<file path="src/rtl/blkmove_pkg.sv">
package blkmove_pkg;
  localparam int WORD_W = 32;
  localparam int OFF_W  = 12;            // byte offset inside one local bank
  localparam int ROW_W  = 8;             // row-count field width
  localparam int SKIP_W = WORD_W - OFF_W - ROW_W;
  localparam int UNIT_W = OFF_W - 3;     // row length in 8-byte units

  typedef enum logic [1:0] {
    SEL_LOC     = 2'd0,
    SEL_DRAM    = 2'd1,
    SEL_LEN_IN  = 2'd2,
    SEL_LEN_OUT = 2'd3
  } cfg_sel_e;

  typedef enum logic {
    DIR_IN  = 1'b0,   // DRAM -> local
    DIR_OUT = 1'b1    // local -> DRAM
  } xfer_dir_e;

  typedef struct packed {
    logic [SKIP_W-1:0] skip;
    logic [ROW_W-1:0]  rows_m1;
    logic [UNIT_W-1:0] units;
    logic [2:0]        lsb;
  } len_word_t;
endpackage

</file>
<file path="src/rtl/blkmove_lane.sv">
module blkmove_lane #(
  parameter int AW = 24,
  parameter int LANE_W = 3,
  parameter logic [LANE_W-1:0] SWZ = '0
) (
  input  logic [AW-1:0] la,
  output logic [AW-1:0] pa
);
  generate
    if (SWZ == '0) begin : g_plain
      assign pa = la;
    end else begin : g_swz
      assign pa = {la[AW-1:LANE_W], la[LANE_W-1:0] ^ SWZ};
    end
  endgenerate
endmodule

</file>
<file path="src/rtl/blkmove_regs.sv">
module blkmove_regs
  import blkmove_pkg::*;
#(
  parameter int DRAM_AW = 24
) (
  input  logic                 clk,
  input  logic                 rst_n,
  input  logic                 cfg_we,
  input  logic [1:0]           cfg_sel,
  input  logic [WORD_W-1:0]    cfg_wdata,
  input  logic                 busy,
  output logic [OFF_W:0]       loc_base,
  output logic [DRAM_AW-1:0]   dram_base,
  output logic                 start,
  output xfer_dir_e            start_dir,
  output len_word_t            start_len
);
  cfg_sel_e sel;
  assign sel = cfg_sel_e'(cfg_sel);

  always_ff @(posedge clk or negedge rst_n) begin
    if (!rst_n) begin
      loc_base  <= '0;
      dram_base <= '0;
    end else if (cfg_we) begin
      if (sel == SEL_LOC)  loc_base  <= cfg_wdata[OFF_W:0];
      if (sel == SEL_DRAM) dram_base <= cfg_wdata[DRAM_AW-1:0];
    end
  end

  always_comb begin
    start     = cfg_we && !busy && (sel == SEL_LEN_IN || sel == SEL_LEN_OUT);
    start_dir = (sel == SEL_LEN_OUT) ? DIR_OUT : DIR_IN;
    start_len = len_word_t'(cfg_wdata);
  end

  AST_START_IDLE: assert property (@(posedge clk) disable iff (!rst_n)
    start |=> busy);
endmodule

</file>
<file path="src/rtl/blkmove_seq.sv">
module blkmove_seq
  import blkmove_pkg::*;
#(
  parameter int DRAM_AW = 24
) (
  input  logic               clk,
  input  logic               rst_n,
  input  logic               start,
  input  xfer_dir_e          start_dir,
  input  len_word_t          start_len,
  input  logic [OFF_W:0]     loc_base,
  input  logic [DRAM_AW-1:0] dram_base,
  input  logic [7:0]         loc_rdata,
  input  logic [7:0]         dram_rdata,
  output logic               busy,
  output logic               done,
  output logic               loc_en,
  output logic               loc_we,
  output logic [OFF_W:0]     loc_la,
  output logic [7:0]         loc_wdata,
  output logic               dram_en,
  output logic               dram_we,
  output logic [DRAM_AW-1:0] dram_la,
  output logic [7:0]         dram_wdata
);
  logic               iss_q, pend_q, done_q, bank_q;
  xfer_dir_e          dir_q;
  logic [OFF_W-1:0]   off_q, pend_off_q, col_q, col_init_q;
  logic [DRAM_AW-1:0] da_q, pend_da_q;
  logic [ROW_W-1:0]   rows_q;
  logic [SKIP_W-1:0]  skip_q;
  logic               row_end;

  assign row_end = (col_q == '0);

  always_ff @(posedge clk or negedge rst_n) begin
    if (!rst_n) begin
      iss_q <= 1'b0; pend_q <= 1'b0; done_q <= 1'b0; bank_q <= 1'b0;
      dir_q <= DIR_IN; off_q <= '0; pend_off_q <= '0; col_q <= '0;
      col_init_q <= '0; da_q <= '0; pend_da_q <= '0; rows_q <= '0; skip_q <= '0;
    end else begin
      done_q <= pend_q && !iss_q;
      if (start) begin
        iss_q      <= 1'b1;
        pend_q     <= 1'b0;
        dir_q      <= start_dir;
        bank_q     <= loc_base[OFF_W];
        off_q      <= loc_base[OFF_W-1:0];
        da_q       <= dram_base;
        col_init_q <= {start_len.units, 3'b111};
        col_q      <= {start_len.units, 3'b111};
        rows_q     <= start_len.rows_m1;
        skip_q     <= start_len.skip;
      end else begin
        pend_q <= iss_q;
        if (iss_q) begin
          pend_off_q <= off_q;
          pend_da_q  <= da_q;
          off_q      <= off_q + 1'b1;
          if (row_end) begin
            col_q <= col_init_q;
            da_q  <= da_q + DRAM_AW'(skip_q) + 1'b1;
            if (rows_q == '0) iss_q <= 1'b0;
            else              rows_q <= rows_q - 1'b1;
          end else begin
            col_q <= col_q - 1'b1;
            da_q  <= da_q + 1'b1;
          end
        end
      end
    end
  end

  logic rd_loc, wr_loc, rd_dram, wr_dram;
  always_comb begin
    rd_loc     = iss_q  && (dir_q == DIR_OUT);
    wr_loc     = pend_q && (dir_q == DIR_IN);
    rd_dram    = iss_q  && (dir_q == DIR_IN);
    wr_dram    = pend_q && (dir_q == DIR_OUT);
    busy       = iss_q | pend_q;
    done       = done_q;
    loc_en     = rd_loc | wr_loc;
    loc_we     = wr_loc;
    loc_la     = {bank_q, wr_loc ? pend_off_q : off_q};
    loc_wdata  = dram_rdata;
    dram_en    = rd_dram | wr_dram;
    dram_we    = wr_dram;
    dram_la    = wr_dram ? pend_da_q : da_q;
    dram_wdata = loc_rdata;
  end

  AST_OFF_STEP: assert property (@(posedge clk) disable iff (!rst_n)
    (iss_q && $past(iss_q)) |-> off_q == OFF_W'($past(off_q) + 1'b1));
  AST_DRAM_STEP: assert property (@(posedge clk) disable iff (!rst_n)
    (iss_q && $past(iss_q) && $past(col_q) != '0) |-> da_q == DRAM_AW'($past(da_q) + 1'b1));
  AST_ROWS_HOLD: assert property (@(posedge clk) disable iff (!rst_n)
    (iss_q && $past(iss_q) && $past(col_q) != '0) |-> rows_q == $past(rows_q));
  AST_DONE_IDLE: assert property (@(posedge clk) disable iff (!rst_n)
    done |-> !busy);
  AST_DONE_PULSE: assert property (@(posedge clk) disable iff (!rst_n)
    done |=> !done);
endmodule

</file>
<file path="src/rtl/blkmove_dma.sv">
module blkmove_dma
  import blkmove_pkg::*;
#(
  parameter int DRAM_AW = 24,
  parameter int LANE_W = 3,
  parameter logic [LANE_W-1:0] LOC_SWZ = 3'd3,
  parameter logic [LANE_W-1:0] DRAM_SWZ = 3'd3
) (
  input  logic               clk,
  input  logic               rst_n,
  input  logic               cfg_we,
  input  logic [1:0]         cfg_sel,
  input  logic [31:0]        cfg_wdata,
  output logic               busy,
  output logic               done,
  output logic               loc_en,
  output logic               loc_we,
  output logic [12:0]        loc_addr,
  output logic [7:0]         loc_wdata,
  input  logic [7:0]         loc_rdata,
  output logic               dram_en,
  output logic               dram_we,
  output logic [DRAM_AW-1:0] dram_addr,
  output logic [7:0]         dram_wdata,
  input  logic [7:0]         dram_rdata
);
  localparam int LOC_AW = OFF_W + 1;

  logic [OFF_W:0]     loc_base, loc_la;
  logic [DRAM_AW-1:0] dram_base, dram_la;
  logic               start;
  xfer_dir_e          start_dir;
  len_word_t          start_len;

  blkmove_regs #(.DRAM_AW(DRAM_AW)) u_regs (
    .clk(clk), .rst_n(rst_n), .cfg_we(cfg_we), .cfg_sel(cfg_sel),
    .cfg_wdata(cfg_wdata), .busy(busy), .loc_base(loc_base),
    .dram_base(dram_base), .start(start), .start_dir(start_dir),
    .start_len(start_len)
  );

  blkmove_seq #(.DRAM_AW(DRAM_AW)) u_seq (
    .clk(clk), .rst_n(rst_n), .start(start), .start_dir(start_dir),
    .start_len(start_len), .loc_base(loc_base), .dram_base(dram_base),
    .loc_rdata(loc_rdata), .dram_rdata(dram_rdata), .busy(busy), .done(done),
    .loc_en(loc_en), .loc_we(loc_we), .loc_la(loc_la), .loc_wdata(loc_wdata),
    .dram_en(dram_en), .dram_we(dram_we), .dram_la(dram_la),
    .dram_wdata(dram_wdata)
  );

  blkmove_lane #(.AW(LOC_AW), .LANE_W(LANE_W), .SWZ(LOC_SWZ)) u_loc_lane (
    .la(loc_la), .pa(loc_addr)
  );

  blkmove_lane #(.AW(DRAM_AW), .LANE_W(LANE_W), .SWZ(DRAM_SWZ)) u_dram_lane (
    .la(dram_la), .pa(dram_addr)
  );

  AST_BANK_FIXED: assert property (@(posedge clk) disable iff (!rst_n)
    (loc_en && $past(loc_en)) |-> loc_addr[OFF_W] == $past(loc_addr[OFF_W]));
  AST_ONE_WRITER: assert property (@(posedge clk) disable iff (!rst_n)
    !(loc_en && loc_we && dram_en && dram_we));
  AST_IDLE_QUIET: assert property (@(posedge clk) disable iff (!rst_n)
    !busy |-> !(loc_en || dram_en));
endmodule

</file>
<file path="config.mk">
export PLATFORM = sky130hd
export DESIGN_NAME = blkmove_dma
export DESIGN_NICKNAME = d
export VERILOG_FILES = /design/src/rtl/blkmove_pkg.sv /design/src/rtl/blkmove_lane.sv /design/src/rtl/blkmove_regs.sv /design/src/rtl/blkmove_seq.sv /design/src/rtl/blkmove_dma.sv
export SDC_FILE = /design/constraint.sdc
export NUM_CORES = 1
export LEC_CHECK = 0
export BUFFER_PORTS_ARGS = -buffer_cell sky130_fd_sc_hd__clkbuf_2
export CORE_UTILIZATION = 49
export CTS_CLUSTER_SIZE = 20
export DETAILED_ROUTE_END_ITERATION = 12
export PLACE_DENSITY = 0.75
export SYNTH_ARGS = -nofsm -noshare
export SYNTH_HDL_FRONTEND = slang
export SYNTH_SLANG_ARGS = --single-unit
</file>
<file path="constraint.sdc">
create_clock -name clk -period 4.6 [get_ports clk]
set_input_delay 0.92 -clock clk [delete_from_list [all_inputs] [get_ports clk]]
set_output_delay 0.92 -clock clk [all_outputs]
set_load 0.01 [all_outputs]
</file>
==> impl_metrics.json, run 1 <==
{
  "synth_top_area_share_pct": 46.0,
  "viasPerCell": 5.96,
  "cts_resized": 0,
  "cts_tree": "done",
  "avgRoutedWirePerCell_um": 18.5,
  "antennaDiodeCount": 0,
  "yosys_most_used_dff": "dfrtp_1",
  "antenna_found_initial": 0,
  "power.leakage_nw": 4.21,
  "fp.dieH_um": 134,
  "finalCritPeriodShare_pct": 68.8,
  "utilization_pct": 56.7,
  "grt_max_degree": 102,
  "core-area_sq_um": 16800,
  "rsz0062_at_grt": "false",
  "die_area_sq_um": 17900,
  "timing.rr.end": "u_seq.rows_q[6]$_DFFE_PN0P_",
  "drive_gt1_share_pct": 25.5,
  "grt_pass1_wl_mm": 33.6,
  "reg2reg_slack_ns": 1.63,
  "fin_area_sq_um": 9510,
  "area_growth_pct": 12.0,
  "setup_tns_ns": 0,
  "multi_input_comb_area_sq_um": 4200,
  "crit_fanout": 18,
  "io_pins": 112,
  "syn_inst": 852,
  "async_reset_ff_share_pct": 100,
  "die_w_um": 134,
  "vias": 6679,
  "clkLatencyLatePin_ns": 0.43,
  "dp_hpwl_mm": 13.9,
  "synth_edf_count": 0,
  "yosysTopAreaCell": "dfrtp_1",
  "nNetsFinal": 960,
  "post_cts_buffers": 0,
  "worst_pin_slew_ns": 1.17,
  "grtUsageTotal_pct": 24.2,
  "regToRegStartpoint": "u_seq.col_q[0]$_DFFE_PN0P_",
  "skew_ns": 0.00730,
  "first_pass_iters": 6,
  "regArea_sq_um": 3910,
  "synth_area_sq_um": 8490,
  "initialDrtViolationCount": 525,
  "start_kind": "flip-flop",
  "whs_ns": 0.433,
  "overflow": 0,
  "max_clock_freq_ghz": 0.316,
  "worst-setup-path-type": "reg2out",
  "yosys_warnings": 0,
  "holdBufCountCts": 0,
  "drc_errors": 0,
  "htree_levels": 4,
  "hold_viol": 0,
  "ys_ff_latch": 156,
  "status": "finished clean",
  "yosysUniqueCellTypes": 68,
  "syn-num-nets": 922,
  "hold_path.class": "in2async",
  "cts_buffers": 17,
  "slew_viol_final": 0,
  "p_total_mw": 3.64,
  "ys_seq_area_share_pct": 46.0,
  "clk_pin_slew_ns": 0.06,
  "ctsLongestPathBuffers": 2,
  "synth_area_leaders": "dfrtp_1 46%, mux2_2 13%, nand2_1 6.0%, o21ai_0 3.2%, ha_1 2.4%",
  "port_buffers": 79,
  "antenna_left": 0,
  "totalWireLength_mm": 20.8,
  "final-setup-viol-count": 0,
  "cts_sinks": 156,
  "grt_pass1_vias": 6380,
  "gp_congestion": 0.863,
  "cp.required_ns": 3.68,
  "clockRootBuffer": "clkbuf_16",
  "nFillCells": 1437,
  "rows": 47,
  "finalCriticalPeriod_ns": 3.17,
  "drv_cap": 0,
  "avgSynthCellArea_sq_um": 9.96,
  "cp.arrival_ns": 2.25,
  "max_slew_margin_pct": 21.8,
  "initial_core_util_pct": 50.6,
  "worstRegToRegCells": 8,
  "cp-end-kind": "output port",
  "powerDensity_nw_per_um2": 383,
  "ir_drop_v": 0.000291,
  "place_area_sq_um": 8930
}
critical path, cell delays in order (launching register included):
cell and delay, ns:
dfrtp_1 0.47, nand2_1 0.47, buf_4 0.37, mux2_2 0.37
clkbuf_2 0.13
synth_stat cells, types with 4 or more instances:
cell / instances
nand3_1: 24
nand2b_1: 4
mux2i_1: 5
a21o_1: 9
nor2_1: 42
nand2_1: 136
inv_1: 17
nor3_1: 13
o21ai_1: 5
buf_2: 4
o211ai_1: 14
a21oi_1: 24
a221o_1: 4
nand4_1: 12
xnor2_1: 17
o21ai_0: 54
nor3b_1: 4
clkbuf_1: 38
mux2_2: 97
buf_1: 8
buf_4: 18
ha_1: 16
nor4_1: 5
a31oi_1: 4
dfrtp_1: 156
nor2b_1: 6
a22oi_1: 21
xor2_1: 16
and3_1: 6
or4_1: 5
registers in the layout (all words and copies together) (netlist names):
name	cells
u_seq.off_q	12
u_seq.bank_q	1
u_regs.loc_base	13
u_seq.col_q	12
u_seq.skip_q	12
u_seq.pend_q	1
u_seq.pend_da_q	24
u_seq.col_init_q	10
u_seq.da_q	24
u_seq.done	1
u_seq.rows_q	8
u_seq.pend_off_q	12
u_regs.dram_base	24
u_seq.iss_q	1
u_seq.dir_q	1
worst max-delay path by stage:
stage,endpoint,start,cells past startpoint
final,dram_addr[12],u_seq.dir_q$_DFFE_PN0P_,4
after CTS,dram_addr[12],u_seq.dir_q$_DFFE_PN0P_,4
after global placement,u_seq.rows_q[6]$_DFFE_PN0P_,u_seq.col_q[0]$_DFFE_PN0P_,8
after global routing,dram_addr[12],u_seq.dir_q$_DFFE_PN0P_,4
after floorplan,loc_addr[10],u_seq.dir_q$_DFFE_PN0P_,4
after detailed placement,u_seq.rows_q[6]$_DFFE_PN0P_,u_seq.col_q[0]$_DFFE_PN0P_,8
layout by cell type (no fill, tap or decap), drive strengths merged, types with 17 or more instances in the layout:
cell type / count
nand3: 24
xnor2: 17
mux2: 97
o21ai: 59
clkbuf: 96
a21oi: 25
nand2: 136
dfrtp: 156
a22oi: 21
inv: 18
nor2: 43
cell families after synthesis:
| logic type | count (synthesis) | synth area share, % |
|---|---|---|
| AO/OA/AOI/OAI | 175 | 13.9 |
| XOR/XNOR | 33 | 3.40 |
| adder cells (fa/ha/maj) | 17 | 2.59 |
| buffers and inverters | 86 | 4.75 |
| flip-flops | 156 | 46.0 |
| multiplexers | 102 | 13.5 |
| AND/OR/NAND/NOR | 283 | 15.9 |
where the power goes:
group          leakage [nW]  total (mW)  internal, mW  switching (mW)
combinational          2.11       0.477         0.259           0.218
clock                 0.274        1.41         0.843           0.569
sequential             1.82        1.75          1.56           0.191
total                  4.21        3.64          2.66           0.978
cell type report:
type	count	share of cell area (%)
flip-flops and latches	156	41.1
well taps	220	2.90
multi-input cells	610	44.2
inverters	17	0.671
clock buffers	18	4.51
repair buffers	88	5.07
clock inverters	12	1.57
stage by stage:
step           worst slack (ns)  cells
6_report                   1.43   1121
4_1_cts                    1.42   1121
3_5_place_dp               1.69   1091
3_3_place_gp               1.79   1091
5_1_grt                    1.33   1121
2_1_floorplan              2.16    852
layer usage:
metal / routed length, um / vias to the layer above / share of wire [%] / GRT usage (%)
li1: - / 3113 / - / -
met1: 9440 / 3280 / 45 / 33.6
met2: 9720 / 252 / 47 / 37.4
met3: 1310 / 34 / 6.3 / 5.44
met4: 288 / 0 / 1.4 / 8.14
met5: 0 / - / 0 / 0
(Power assumes the default switching activity.)
==> run 2, diff against run 1 <==
PLACE_DENSITY = 0.78   (was 0.75)
clock period = 2.9 ns   (was 4.6 ns; I/O delays follow)
==> run 2 against run 1 <==
Against the previous run: first-iteration DRC count grew 38%; die area unchanged; design area up 2.6%; global-route usage increased by 1.1 points; utilization increased by 1.4 points; critical path depth grew 5; largest power group unchanged.
==> impl_metrics.json, run 2 (same netlist as run 1, synthesis figures left out) <==
{
  "port_buffers": 79,
  "grt_pass1_vias": 6774,
  "dp_cells": 1111,
  "max_slew_margin_pct": 50.6,
  "core-area_sq_um": 16800,
  "ir_drop_v": 0.000390,
  "worst_slack_ns": 0.295,
  "rows": 47,
  "grt_max_degree": 84,
  "cts_buffers": 17,
  "antenna_left": 0,
  "initial_core_util_pct": 50.6,
  "start_kind": "flip-flop",
  "crit_fanout": 7,
  "io_pins": 112,
  "antenna_found_initial": 0,
  "grtUsageTotal_pct": 25.3,
  "antennaDiodeCount": 0,
  "rsz0062_at_grt": "false",
  "first_pass_iters": 5,
  "gp_congestion": 0.982,
  "initialDrtViolationCount": 724,
  "nNetsFinal": 980,
  "cts_sinks": 156,
  "hold_path.class": "in2async",
  "power.leakage_nw": 4.35,
  "regToRegStartpoint": "u_seq.da_q[0]$_DFFE_PN0P_",
  "instances_no_fill": 1143,
  "avgRoutedWirePerCell_um": 18.6,
  "reg_top3": "u_regs.dram_base x24, u_seq.da_q x24, u_seq.pend_da_q x24",
  "area_growth_pct": 14.9,
  "reg2reg_slack_ns": 0.30,
  "worst_pin_slew_ns": 0.738,
  "overflow": 0,
  "timing.rr.end": "u_seq.da_q[16]$_DFFE_PN0P_",
  "final_cell_mix": "155 x dfrtp_1, 136 x nand2_1, 97 x mux2_2, 78 x clkbuf_2, 54 x o21ai_0",
  "grt_pass1_wl_mm": 35.1,
  "hold_viol": 0,
  "final-setup-viol-count": 0,
  "cts_tree": "done",
  "worst-setup-path-type": "reg2reg",
  "status": "finished clean",
  "totalWireLength_mm": 21.3,
  "finalCriticalPeriod_ns": 2.60,
  "setup_tns_ns": 0,
  "htree_levels": 4,
  "pre_cts_slack_ns": 0.369,
  "ctsLongestPathBuffers": 2,
  "skew_ns": 0.00878,
  "vias": 6877,
  "clockRootBuffer": "clkbuf_16",
  "drive_gt1_share_pct": 27.5,
  "die_w_um": 134,
  "clk_pin_slew_ns": 0.06,
  "dp_hpwl_mm": 14.8,
  "layout_commonest_cell": "dfrtp_1",
  "drv_cap": 0,
  "cp.required_ns": 3.21,
  "viasPerCell": 6.02,
  "cp.arrival_ns": 2.91,
  "clkLatencyLatePin_ns": 0.43,
  "finalCritPeriodShare_pct": 89.8,
  "slew_viol_final": 0,
  "worstRegToRegCells": 9,
  "fp.dieH_um": 134,
  "cp-end-kind": "flip-flop",
  "die_area_sq_um": 17900,
  "drc_errors": 0,
  "max_clock_freq_ghz": 0.384,
  "powerDensity_nw_per_um2": 611
}
## run 2: critical path, stage by stage, from the launching register on
cell and delay (ns):
dfrtp_1 0.44, inv_1 0.08, ha_1 0.22, fa_1 0.41, nor2b_1 0.16, o31a_1 0.21
o211ai_1 0.23, a2111oi_4 0.39, nor3_1 0.09, a221o_1 0.26
## run 2: area by class of cell
| class | count | area [sq um] |
|---|---|---|
| fill | 1384 | 7010 |
| tap | 220 | 275 |
| clock buffer | 19 | 453 |
| timing repair buffer | 108 | 657 |
| inverter | 17 | 63.8 |
| sequential | 156 | 3910 |
| clock inverter | 13 | 189 |
| multi-input combinational | 610 | 4210 |
## run 2: how the worst max path moves through the flow
| stage | start | to | slack [ns] | cells past startpoint |
|---|---|---|---|---|
| after floorplan | u_seq.da_q[0]$_DFFE_PN0P_ | u_seq.da_q[16]$_DFFE_PN0P_ | 0.62 | 9 |
| after global placement | u_seq.da_q[0]$_DFFE_PN0P_ | u_seq.da_q[14]$_DFFE_PN0P_ | 0.41 | 9 |
| after detailed placement | u_seq.da_q[0]$_DFFE_PN0P_ | u_seq.da_q[16]$_DFFE_PN0P_ | 0.37 | 9 |
| after CTS | u_seq.da_q[0]$_DFFE_PN0P_ | u_seq.da_q[18]$_DFFE_PN0P_ | 0.22 | 9 |
| after global routing | u_seq.da_q[0]$_DFFE_PN0P_ | u_seq.da_q[18]$_DFFE_PN0P_ | 0.11 | 9 |
| final | u_seq.da_q[0]$_DFFE_PN0P_ | u_seq.da_q[16]$_DFFE_PN0P_ | 0.30 | 9 |
## run 2: per-layer routing
metal | up-vias | part of all wire [%] | track usage [%]
met5 | - | 0 | 0
met4 | 0 | 2.4 | 8.78
met3 | 41 | 6.7 | 6.16
met2 | 275 | 48 | 39.6
met1 | 3412 | 43 | 34.3
li1 | 3149 | - | -
## run 2: where the power goes
group          switching (mW)  leakage (nW)  total, mW  internal, mW
registers               0.319          1.82       2.80          2.48
clock network           0.904         0.310       2.39          1.49
logic                   0.354          2.21      0.770         0.416
## run 2: timing repair
action | 4_1_cts | 5_1_grt
setup buffers | 0 | 0
endpoints found under the setup margin | 0 | 1
resized for setup | 0 | 1
hold buffers | 0 | 0
## run 2: stage by stage
stage	util, %	hold slack [ns]	instance area, sq um	power, mW
after floorplan	-	0.284	8490	3.29
after global placement	54.3	0.444	9100	3.55
after detailed placement	54.3	0.456	9100	3.60
after CTS	58.2	0.103	9750	6.00
after global routing	58.2	0.118	9750	6.22
final	58.2	0.0922	9750	5.96
